`src/rtl/seeprom_pkg.sv`:
```
package seeprom_pkg;
  localparam int DATA_W    = 16;
  localparam int READ_BITS = DATA_W + 1;  // dummy zero plus data
  localparam logic [2:0] READ_CMD = 3'b110;

  typedef enum logic [2:0] {
    ST_IDLE,
    ST_SEL,
    ST_SEND,
    ST_READ,
    ST_TAIL
  } rd_state_e;
endpackage

```
`src/rtl/seeprom_phase_gen.sv`:
```
module seeprom_phase_gen #(
  parameter int LO_CYC = 30,
  parameter int HI_CYC = 80
) (
  input  logic clk_i,
  input  logic rst_ni,
  input  logic run_i,
  output logic sk_o,
  output logic lo_end_o,
  output logic hi_end_o
);
  localparam int MAXC = (LO_CYC > HI_CYC) ? LO_CYC : HI_CYC;
  localparam int CW   = $clog2(MAXC + 1);

  logic [CW-1:0] cnt_q;
  logic          ph_q;

  assign lo_end_o = run_i && !ph_q && (cnt_q == CW'(LO_CYC - 1));
  assign hi_end_o = run_i &&  ph_q && (cnt_q == CW'(HI_CYC - 1));
  assign sk_o     = ph_q;

  always_ff @(posedge clk_i or negedge rst_ni) begin
    if (!rst_ni) begin
      cnt_q <= '0;
      ph_q  <= 1'b0;
    end else if (!run_i) begin
      cnt_q <= '0;
      ph_q  <= 1'b0;
    end else if (lo_end_o) begin
      cnt_q <= '0;
      ph_q  <= 1'b1;
    end else if (hi_end_o) begin
      cnt_q <= '0;
      ph_q  <= 1'b0;
    end else begin
      cnt_q <= cnt_q + CW'(1);
    end
  end
endmodule

```
`src/rtl/seeprom_rx_shift.sv`:
```
module seeprom_rx_shift
  import seeprom_pkg::*;
(
  input  logic              clk_i,
  input  logic              rst_ni,
  input  logic              sample_i,
  input  logic              din_i,
  input  logic              load_i,
  output logic [DATA_W-1:0] word_o
);
  // 17 samples through a 16-bit register push the dummy bit out the top
  logic [DATA_W-1:0] shift_q;
  logic [DATA_W-1:0] word_q;

  always_ff @(posedge clk_i or negedge rst_ni) begin
    if (!rst_ni) begin
      shift_q <= '0;
      word_q  <= '0;
    end else begin
      if (sample_i) shift_q <= {shift_q[DATA_W-2:0], din_i};
      if (load_i)   word_q  <= shift_q;
    end
  end

  assign word_o = word_q;
endmodule

```
`src/rtl/seeprom_burst_rd.sv`:
```
module seeprom_burst_rd
  import seeprom_pkg::*;
#(
  parameter int ADDR_W = 6,
  parameter int CNT_W  = ADDR_W + 1,
  parameter int LO_CYC = 30,
  parameter int HI_CYC = 80
) (
  input  logic              clk_i,
  input  logic              rst_ni,
  input  logic              go_i,
  input  logic [ADDR_W-1:0] start_addr_i,
  input  logic [CNT_W-1:0]  count_i,
  output logic              busy_o,
  output logic              done_o,
  output logic [DATA_W-1:0] word_o,
  output logic              word_valid_o,
  output logic              cs_o,
  output logic              sk_o,
  output logic              dout_o,
  input  logic              din_i
);
  localparam int TX_W    = 3 + ADDR_W;
  localparam int BIT_MAX = (TX_W > READ_BITS) ? TX_W : READ_BITS;
  localparam int BC_W    = $clog2(BIT_MAX + 1);

  rd_state_e         state_q;
  logic [BC_W-1:0]   bit_q;
  logic [ADDR_W-1:0] addr_q;
  logic [CNT_W-1:0]  left_q;
  logic [TX_W-1:0]   tx_q;
  logic              busy_q, done_q, valid_q;
  logic              run, lo_end, hi_end, sample, load;

  assign run    = (state_q != ST_IDLE);
  assign sample = lo_end && (state_q == ST_READ);
  assign load   = hi_end && (state_q == ST_READ) && (bit_q == BC_W'(READ_BITS - 1));

  seeprom_phase_gen #(.LO_CYC(LO_CYC), .HI_CYC(HI_CYC)) u_phase (
    .clk_i    (clk_i),
    .rst_ni   (rst_ni),
    .run_i    (run),
    .sk_o     (sk_o),
    .lo_end_o (lo_end),
    .hi_end_o (hi_end)
  );

  seeprom_rx_shift u_rx (
    .clk_i    (clk_i),
    .rst_ni   (rst_ni),
    .sample_i (sample),
    .din_i    (din_i),
    .load_i   (load),
    .word_o   (word_o)
  );

  always_ff @(posedge clk_i or negedge rst_ni) begin
    if (!rst_ni) begin
      state_q <= ST_IDLE;
      bit_q   <= '0;
      addr_q  <= '0;
      left_q  <= '0;
      tx_q    <= '0;
      busy_q  <= 1'b0;
      done_q  <= 1'b0;
      valid_q <= 1'b0;
    end else begin
      done_q  <= 1'b0;
      valid_q <= 1'b0;
      unique case (state_q)
        ST_IDLE: if (go_i) begin
          if (count_i == '0) begin
            done_q <= 1'b1;
          end else begin
            addr_q  <= start_addr_i;
            left_q  <= count_i;
            busy_q  <= 1'b1;
            state_q <= ST_SEL;
          end
        end
        ST_SEL: if (hi_end) begin
          tx_q    <= {READ_CMD, addr_q};
          bit_q   <= '0;
          state_q <= ST_SEND;
        end
        ST_SEND: if (hi_end) begin
          tx_q <= tx_q << 1;
          if (bit_q == BC_W'(TX_W - 1)) begin
            bit_q   <= '0;
            state_q <= ST_READ;
          end else begin
            bit_q <= bit_q + BC_W'(1);
          end
        end
        ST_READ: if (hi_end) begin
          if (bit_q == BC_W'(READ_BITS - 1)) begin
            valid_q <= 1'b1;
            state_q <= ST_TAIL;
          end else begin
            bit_q <= bit_q + BC_W'(1);
          end
        end
        ST_TAIL: if (hi_end) begin
          if (left_q == CNT_W'(1)) begin
            busy_q  <= 1'b0;
            done_q  <= 1'b1;
            state_q <= ST_IDLE;
          end else begin
            left_q  <= left_q - CNT_W'(1);
            addr_q  <= addr_q + ADDR_W'(1);
            state_q <= ST_SEL;
          end
        end
        default: state_q <= ST_IDLE;
      endcase
    end
  end

  assign cs_o         = (state_q == ST_SEL) || (state_q == ST_SEND) || (state_q == ST_READ);
  assign dout_o       = (state_q == ST_SEND) && tx_q[TX_W-1];
  assign busy_o       = busy_q;
  assign done_o       = done_q;
  assign word_valid_o = valid_q;
endmodule


```
`config.mk`:
```
export PLATFORM = sky130hd
export DESIGN_NAME = seeprom_burst_rd
export DESIGN_NICKNAME = d
export VERILOG_FILES = /design/src/rtl/seeprom_pkg.sv /design/src/rtl/seeprom_phase_gen.sv /design/src/rtl/seeprom_rx_shift.sv /design/src/rtl/seeprom_burst_rd.sv
export SDC_FILE = /design/constraint.sdc
export NUM_CORES = 1
export LEC_CHECK = 0
export BUFFER_PORTS_ARGS = -buffer_cell sky130_fd_sc_hd__buf_4
export CAP_MARGIN = 20
export CORE_MARGIN = 2
export CORE_UTILIZATION = 50
export DETAILED_ROUTE_END_ITERATION = 16
export PLACE_DENSITY = 0.7
export SYNTH_ARGS = -nofsm -noshare
export SYNTH_HDL_FRONTEND = slang
export SYNTH_SLANG_ARGS = --single-unit
```
`constraint.sdc`:
```
create_clock -name clk_i -period 4 [get_ports clk_i]
set_input_delay 0 -clock clk_i [delete_from_list [all_inputs] [get_ports clk_i]]
set_output_delay 0 -clock clk_i [all_outputs]
set_load 0.03 [all_outputs]
```
==> impl_metrics.ini, run 1 <==
[cts]
cts_tree = done
htree_levels = 3
clk_pin_slew_ns = 0.08
cts.path.max_buffers = 2
clockRootBuffer = clkbuf_8
cts_setup_buffers = 0
insertion_delay_ns = 0.36
cts_resized = 0
numCtsBuffers = 9
hold_buffers = 14
cts_sinks = 73

[critical_path]
path_cells = nor2_1 -> nand2_1 -> and2_1 -> o21ai_0 -> o31ai_1
crit_path_end_kind = flop
crit_fanout = 27
worstSetupPathType = flop to flop
startpoint_type = flop
critPathTopFamily = simple AND/OR/NAND/NOR gates
max_stage_delay_ns = 0.63
cp.required_ns = 4.24
path_buf_inv = 0
ff2ff_setup_slack_ns = 1.51
cp.arrival_ns = 2.73
slowest_stage = nand2_1

[placement]
dp_hpwl_um = 4380
portBuffers = 38
gp_congestion = 0.799
place_area_um2 = 3790

[timing]
drv_slew = 0
report.final.hold_viol_count = 0
finalSetupViolCount = 0
clock_skew_ns = 0.0105
fin_crit_ns = 2.49
min_period_over_period_pct = 62.2
max_freq_mhz = 402
worst_pin_slew_ns = 1.05
relSlewSlack_pct = 29.4
fin_setup_tns_ns = 0
rsz0062_at_grt = no

[yosys]
yosys_register_bits = 73
yosys_warnings = 0
yosys-top-cells-count = dfrtp_1 (73), nand2_1 (72), nor2_1 (29), o21ai_0 (29), a21oi_1 (20)
async_flop_share_pct = 100
ys_types = 46
yosysMostFrequentCell = dfrtp_1
synth_area_leaders = dfrtp_1 (53%), nand2_1 (7.8%), mux2_2 (5.2%), o21ai_0 (4.2%), nor2_1 (3.1%)
mappedNetlistNets = 388
synth_edf_count = 0
synthCells = 364
ys.flop_type = dfrtp_1
ys_seq_area_share_pct = 52.7
syn-mean-instance-area_um2 = 9.52
netlist.area_leader.share_pct = 52.7
syn_area_um2 = 3460
synth_area_leader_cell = dfrtp_1

[detailed_routing]
via_count = 2739
dr.pass1.iters = 4
wl_per_cell_um = 13.9
drc_errors = 0
postRouteAntennaNets = 0
drtIter0Drc = 198
wl_um = 6930
vias_per_cell = 5.48

[floorplan]
die_area_um2 = 7610
start_util_pct = 51.3
core_um2 = 6760
ioPinCount = 39
die_w_um = 87.2
row_count = 30
die_h_um = 87.2

[final_layout]
area_delta_synth_final_pct = 19.2
drive_gt1_share_pct = 17.9
final_util_pct = 61.1
antennaDiodeCount = 0
nets = 439
design_area_um2 = 4130

[global_route]
grt-ovfl-total = 0
grt_max_degree = 74
grt_pass1_wl_um = 11900
grt_pass1_vias = 2692
antenna_found_initial = 0
grt_usage_pct = 20.1

[job]
cap_violations = 0

[power_and_ir_drop]
vdd_drop_max_mv = 0.151
powerDensity_nw_per_um2 = 322
leakage_nw = 1.94

[worst_hold_path]
hp-class = input pin to flop

[run_status]
status = finished, final reports clean
[cells in the final DEF, fill, tap and decap left out, types with 4 or more instances in the layout]
cell type	count
ha_1	7
nor2_1	29
nor2b_1	4
dlygate4sd3_1	14
inv_1	12
nand3_1	10
nor3_1	15
buf_4	40
dfrtp_1	73
o21ai_0	29
nor4_1	6
o22ai_1	6
mux2i_1	6
mux2_2	16
clkbuf_8	9
nand2_1	72
a21oi_1	20
[registers in the layout, indices dropped and copies added, names as in the netlist, 3 cells and up]
| signal | cells |
|---|---|
| tx_q | 9 |
| left_q | 7 |
| addr_q | 6 |
| u_phase.cnt_q | 7 |
| state_q | 3 |
| bit_q | 5 |
| u_rx.shift_q | 16 |
| u_rx.word_o | 16 |
[path summary, 6_finish.rpt]
path                       depth (start not counted)         endpoint             from
max                                                5        addr_q[0]       state_q[0]
min                                                4        addr_q[3]  start_addr_i[3]
max reg2reg                                        5        addr_q[0]       state_q[0]
min reg2reg                                        2  u_rx.word_o[10]  u_rx.word_o[10]
max in group asynchronous                          2  u_rx.shift_q[4]           rst_ni
min in group asynchronous                          2  u_rx.shift_q[8]           rst_ni
[logic make-up after synthesis]
kind of cell	synth area share (%)
AO/OA/AOI/OAI	10.9
XOR/XNOR	1.52
AND/OR/NAND/NOR	22.3
buffers and inverters	3.11
adder cells (fa/ha/maj)	2.53
multiplexers	6.93
flip-flops	52.7
[worst register-to-register path, cell delays in order (launching register included)]
cell	delay, ns
dfrtp_1	0.57
nor2_1	0.49
nand2_1	0.63
and2_1	0.40
o21ai_0	0.19
o31ai_1	0.10
[cell type report]
type	instances	area (um^2)
fill	609	2630
clock inverter	7	63.8
tap	80	100
clock buffer	9	124
inverter	12	45.0
multi-input combinational	265	1530
timing repair buffer	54	440
sequential	73	1830
[metal layers]
metal / GRT usage (%) / vias up / share of wire [%]
met5: 0 / - / 0
met4: 9.51 / 0 / 1.6
met3: 4.55 / 12 / 4.2
met2: 32.6 / 54 / 48
met1: 25.5 / 1302 / 46
li1: - / 1371 / -
[where the power goes]
part / switching [mW] / internal (mW)
Combinational: 0.0230 / 0.0214
Sequential: 0.000624 / 0.738
Clock: 0.311 / 0.238
[through the flow]
stage	worst slack, ns	hold WS [ns]	power [mW]	instances
finish	1.51	0.0464	1.33	500
global route	1.30	0.0759	1.39	500
CTS	1.43	0.0356	1.35	499
detailed placement	1.45	0.201	0.788	469
global placement	1.46	0.197	0.787	469
floorplan	2.08	-0.296	0.758	364
Power figures use the tool's default switching activity.
==> run 2, diff against run 1 <==
==> constraint.sdc (replaced) <==
create_clock -name clk_i -period 2.4 [get_ports clk_i]
set_input_delay 0 -clock clk_i [delete_from_list [all_inputs] [get_ports clk_i]]
set_output_delay 0 -clock clk_i [all_outputs]
set_load 0.03 [all_outputs]
==> impl_metrics.ini, run 2 (synthesized netlist as in run 1, its figures left out) <==
[detailed_routing]
postRouteAntennaNets = 0
top_layer = met4
wl_um = 6690
drtIter0Drc = 150
via_count = 2750
wl_per_cell_um = 13.2
met3WireLength_um = 234
met2_length_um = 3260
wl_met1_um = 3090
dr.pass1.iters = 4
drc_errors = 0
vias_per_cell = 5.41

[final_layout]
nets = 447
antennaDiodeCount = 0
area_delta_synth_final_pct = 22.3
drive_gt1_share_pct = 19.9
fillCellCount = 565
layout.cells.non_filler = 508
final_common_cell = dfrtp_1
final_cell_mix = dfrtp_1 (73), nand2_1 (71), buf_4 (48), nor2_1 (29), o21ai_0 (29)

[global_route]
grt-ovfl-total = 0
grt_pass1_vias = 2532
grt_max_degree = 74
antenna_found_initial = 0
grt_usage_pct = 19.5
grt_pass1_wl_um = 11500

[critical_path]
crit_path_end_kind = flop
cp.arrival_ns = 2.32
r2r_start = u_phase.cnt_q[0]
cp.required_ns = 2.64
critPathLaunch = u_phase.cnt_q[0]
crit_end = left_q[1]
worstSetupPathType = flop to flop
crit_fanout = 26
ff2ff_setup_slack_ns = 0.32
startpoint_type = flop
worstRegToRegCells = 7
r2r-end = left_q[1]

[cts]
cts_tree = done
cts_sinks = 73
clockRootBuffer = clkbuf_8
numCtsBuffers = 9
htree_levels = 3
insertion_delay_ns = 0.36
cts.path.max_buffers = 2
clk_pin_slew_ns = 0.08

[timing]
drv_slew = 0
rsz0062_at_grt = no
clock_skew_ns = 0.0101
finalSetupViolCount = 0
report.final.hold_viol_count = 0
setup_ws_ns = 0.321
fin_setup_tns_ns = 0
fin_crit_ns = 2.08
relSlewSlack_pct = 39.5
whs_ns = 0.0389
worst_pin_slew_ns = 0.908
max_freq_mhz = 481
min_period_over_period_pct = 86.6

[power_and_ir_drop]
switchingPower_uw = 531
leakage_nw = 2.00
powerDensity_nw_per_um2 = 565
pwr-share-clk_pct = 45.5
power_frac_comb_pct = 3.0
vdd_drop_max_mv = 0.286
p_seq_share_pct = 51.5
cellInternalPower_mw = 1.86
p_sw_share_pct = 22.2

[floorplan]
die_w_um = 87.2
die_area_um2 = 7610
row_count = 30
die_h_um = 87.2
start_util_pct = 51.3
ioPinCount = 39
core_um2 = 6760

[placement]
portBuffers = 38
dp_worst_setup_slack_ns = 0.113
dp_hpwl_um = 4430
dp_cells = 478
gp_congestion = 0.819

[worst_hold_path]
hp-class = input pin to flop

[run_status]
status = finished, final reports clean

[job]
cap_violations = 0
-- run 2: layout make-up --
type,instances,area (um^2),share of cell area [%]
Clock buffer,9,124,2.92
Clock inverter,7,101,2.39
Inverter,12,45.0,1.06
Multi-Input combinational cell,265,1540,36.3
Sequential cell,73,1830,43.1
Tap cell,80,100,2.36
Timing Repair Buffer,62,500,11.8
-- run 2: worst min-delay path by stage --
stage	startpoint	endpoint	slack, ns	depth (start not counted)
4_1_cts	start_addr_i[3]	addr_q[3]	0.02	4
2_1_floorplan	rst_ni	addr_q[0]	-0.30	0
3_5_place_dp	rst_ni	u_phase.cnt_q[3]	0.19	1
6_report	start_addr_i[3]	addr_q[3]	0.04	4
5_1_grt	start_addr_i[3]	addr_q[3]	0.12	4
3_3_place_gp	rst_ni	u_phase.cnt_q[3]	0.20	1
-- run 2: critical path: stages, from the launching register on --
cell	delay (ns)
dfrtp_1	0.39
ha_1	0.21
nand3_1	0.23
nor4_1	0.45
o2111ai_1	0.15
buf_4	0.25
a211oi_1	0.23
a21oi_1	0.06
-- run 2: metrics by stage --
step           utilization (%)  cell area, um^2  power (mW)
2_1_floorplan                -             3460        1.26
3_3_place_gp              57.2             3860        1.31
3_5_place_dp              57.2             3860        1.31
4_1_cts                   62.6             4230        2.42
5_1_grt                   62.7             4240        2.48
6_report                  62.7             4240        2.39
-- run 2: power by group through the flow --
stage	Combinational, mW	Sequential, mW	Clock [mW]
floorplan	0.00501	1.26	0
global placement	0.0560	1.26	0
detailed placement	0.0558	1.26	0
CTS	0.0740	1.23	1.11
global route	0.0818	1.23	1.17
finish	0.0724	1.23	1.09
-- run 2: repair_timing --
item	4_1_cts	5_1_grt
buffers inserted	0	0
hold buffers	14	0
endpoints found under the hold margin	86	0
endpoints found under the setup margin	0	16
gates resized for setup	0	2
-- run 2: routing by layer --
layer  track usage, %  vias to the layer above
met2             31.1                       62
li1                 -                     1382
met1             25.6                     1294
met4             7.69                        0
met5                0                        -
met3             4.83                       12
==> run 3, diff against run 2 <==
==> constraint.sdc (replaced) <==
create_clock -name clk_i -period 1.94 [get_ports clk_i]
set_input_delay 0 -clock clk_i [delete_from_list [all_inputs] [get_ports clk_i]]
set_output_delay 0 -clock clk_i [all_outputs]
set_load 0.03 [all_outputs]
==> impl_metrics.ini, run 3 (synthesized netlist as in run 1, its figures left out) <==
[run_status]
status = finished, final reports clean

[critical_path]
ff2ff_setup_slack_ns = 0.03
crit_fanout = 3
max_stage_delay_ns = 0.54
path_cells = ha_2 -> nand4b_1 -> or4_4 -> or4_4 -> o31ai_4
cp.arrival_ns = 2.17
worstSetupPathType = flop to flop
worstRegToRegCells = 5
slowest_stage = or4_4
startpoint_type = flop
path_common_cell = or4_4
crit_path_end_kind = flop
cp.required_ns = 2.20

[final_layout]
antennaDiodeCount = 0
drive_gt1_share_pct = 27.1
design_area_um2 = 4550
final_cell_mix = dfrtp_1 (73), nand2_1 (72), buf_4 (64), nor2_1 (28)
multi_input_area_um2 = 1650
final_common_cell = dfrtp_1
ff_latch_area_um2 = 1830
nets = 469
area_delta_synth_final_pct = 31.3
fillCellCount = 551

[cts]
cts.path.max_buffers = 2
htree_levels = 3
clk_pin_slew_ns = 0.08
cts_sinks = 73
cts_tree = done
insertion_delay_ns = 0.34
numCtsBuffers = 9
clockRootBuffer = clkbuf_8

[global_route]
antenna_found_initial = 0
grt_max_degree = 44
grt_usage_pct = 20.3
grt_pass1_wl_um = 12200
grt_pass1_vias = 2818
grt-ovfl-total = 0

[detailed_routing]
via_count = 2906
drtIter0Drc = 181
postRouteAntennaNets = 0
drc_errors = 0
vias_per_cell = 5.48
dr.pass1.iters = 4
wl_per_cell_um = 13.6
wl_um = 7190

[placement]
gp_congestion = 0.833
dp_hpwl_um = 4740
place_area_um2 = 4030
portBuffers = 38

[timing]
max_freq_mhz = 522
finalSetupViolCount = 0
worst_pin_slew_ns = 0.570
clock_skew_ns = 0.00910
drv_slew = 0
fin_crit_ns = 1.91
report.final.hold_viol_count = 0
whs_ns = 0.0632
min_period_over_period_pct = 98.7
rsz0062_at_grt = yes
relSlewSlack_pct = 61.6

[power_and_ir_drop]
leakage_nw = 2.16
vdd_drop_max_mv = 0.448
powerDensity_nw_per_um2 = 651

[floorplan]
core_um2 = 6760
die_area_um2 = 7610
die_h_um = 87.2
start_util_pct = 51.3
die_w_um = 87.2
ioPinCount = 39
row_count = 30

[job]
cap_violations = 0

[worst_hold_path]
holdPathStages = 4
hp-class = input pin to flop
-- run 3: cell count changes in the layout (fill, tap and decap cells not counted), sizes merged --
cell      before  now
buf           48   69
clkinvlp       1    0
clkinv         2    3
clkbuf         9   10
-- run 3: through the flow --
stage	util (%)	setup WS, ns	setup TNS [ns]	std cells	total power [mW]
after floorplan	-	0.0168	0	364	1.56
after global placement	59.6	0.0320	0	497	1.63
after detailed placement	59.6	-0.0427	-0.0427	497	1.63
after CTS	65.2	0.00497	0	527	2.99
after global routing	67.3	-0.0775	-0.837	530	3.07
final	67.3	0.0257	0	530	2.96
-- run 3: where the power goes --
group          switching, mW  internal (mW)
Sequential           0.00116           1.52
Clock                  0.602          0.740
Combinational         0.0467         0.0483
Total                  0.650           2.31
-- run 3: path summary, 6_finish.rpt --
path,from,to
worst max-delay path,u_phase.cnt_q[1],bit_q[4]
worst min-delay path,start_addr_i[3],addr_q[3]
worst max register to register,u_phase.cnt_q[1],bit_q[4]
worst min register to register,u_rx.word_o[9],u_rx.word_o[9]
max in group asynchronous,rst_ni,tx_q[6]
min in group asynchronous,rst_ni,u_phase.sk_o
-- run 3: layer usage --
layer	up-vias	GRT usage (%)	routed length, um	share of wire [%]
met3	11	3.22	294	4.1
li1	1430	-	-	-
met4	0	8.67	123	1.7
met2	71	34.0	3600	50
met5	-	0	0	0
met1	1394	26.0	3170	44
-- run 3: worst max-delay path: cells and delay by family (launching register included) --
kind	cells	cell delay [ns]
AO/OA/AOI/OAI	1	0.17
flip-flops	1	0.37
adder cells (fa/ha/maj)	1	0.21
AND/OR/NAND/NOR	3	1.08
-- run 3: repair_timing --
action,in CTS,in global routing
pin swaps,1,6
resized for setup,2,36
endpoints found under the hold margin,86,0
setup endpoints to repair,1,54
buffers inserted,0,1
cloned,0,2
hold buffers,14,0
-- run 3: layout make-up --
class / instances / area share [%]
inverters: 12 / 0.990
clock inverters: 7 / 2.26
well taps: 80 / 2.20
multi-input cells: 265 / 36.2
clock buffers: 9 / 2.72
repair buffers: 84 / 15.4
flip-flops and latches: 73 / 40.2
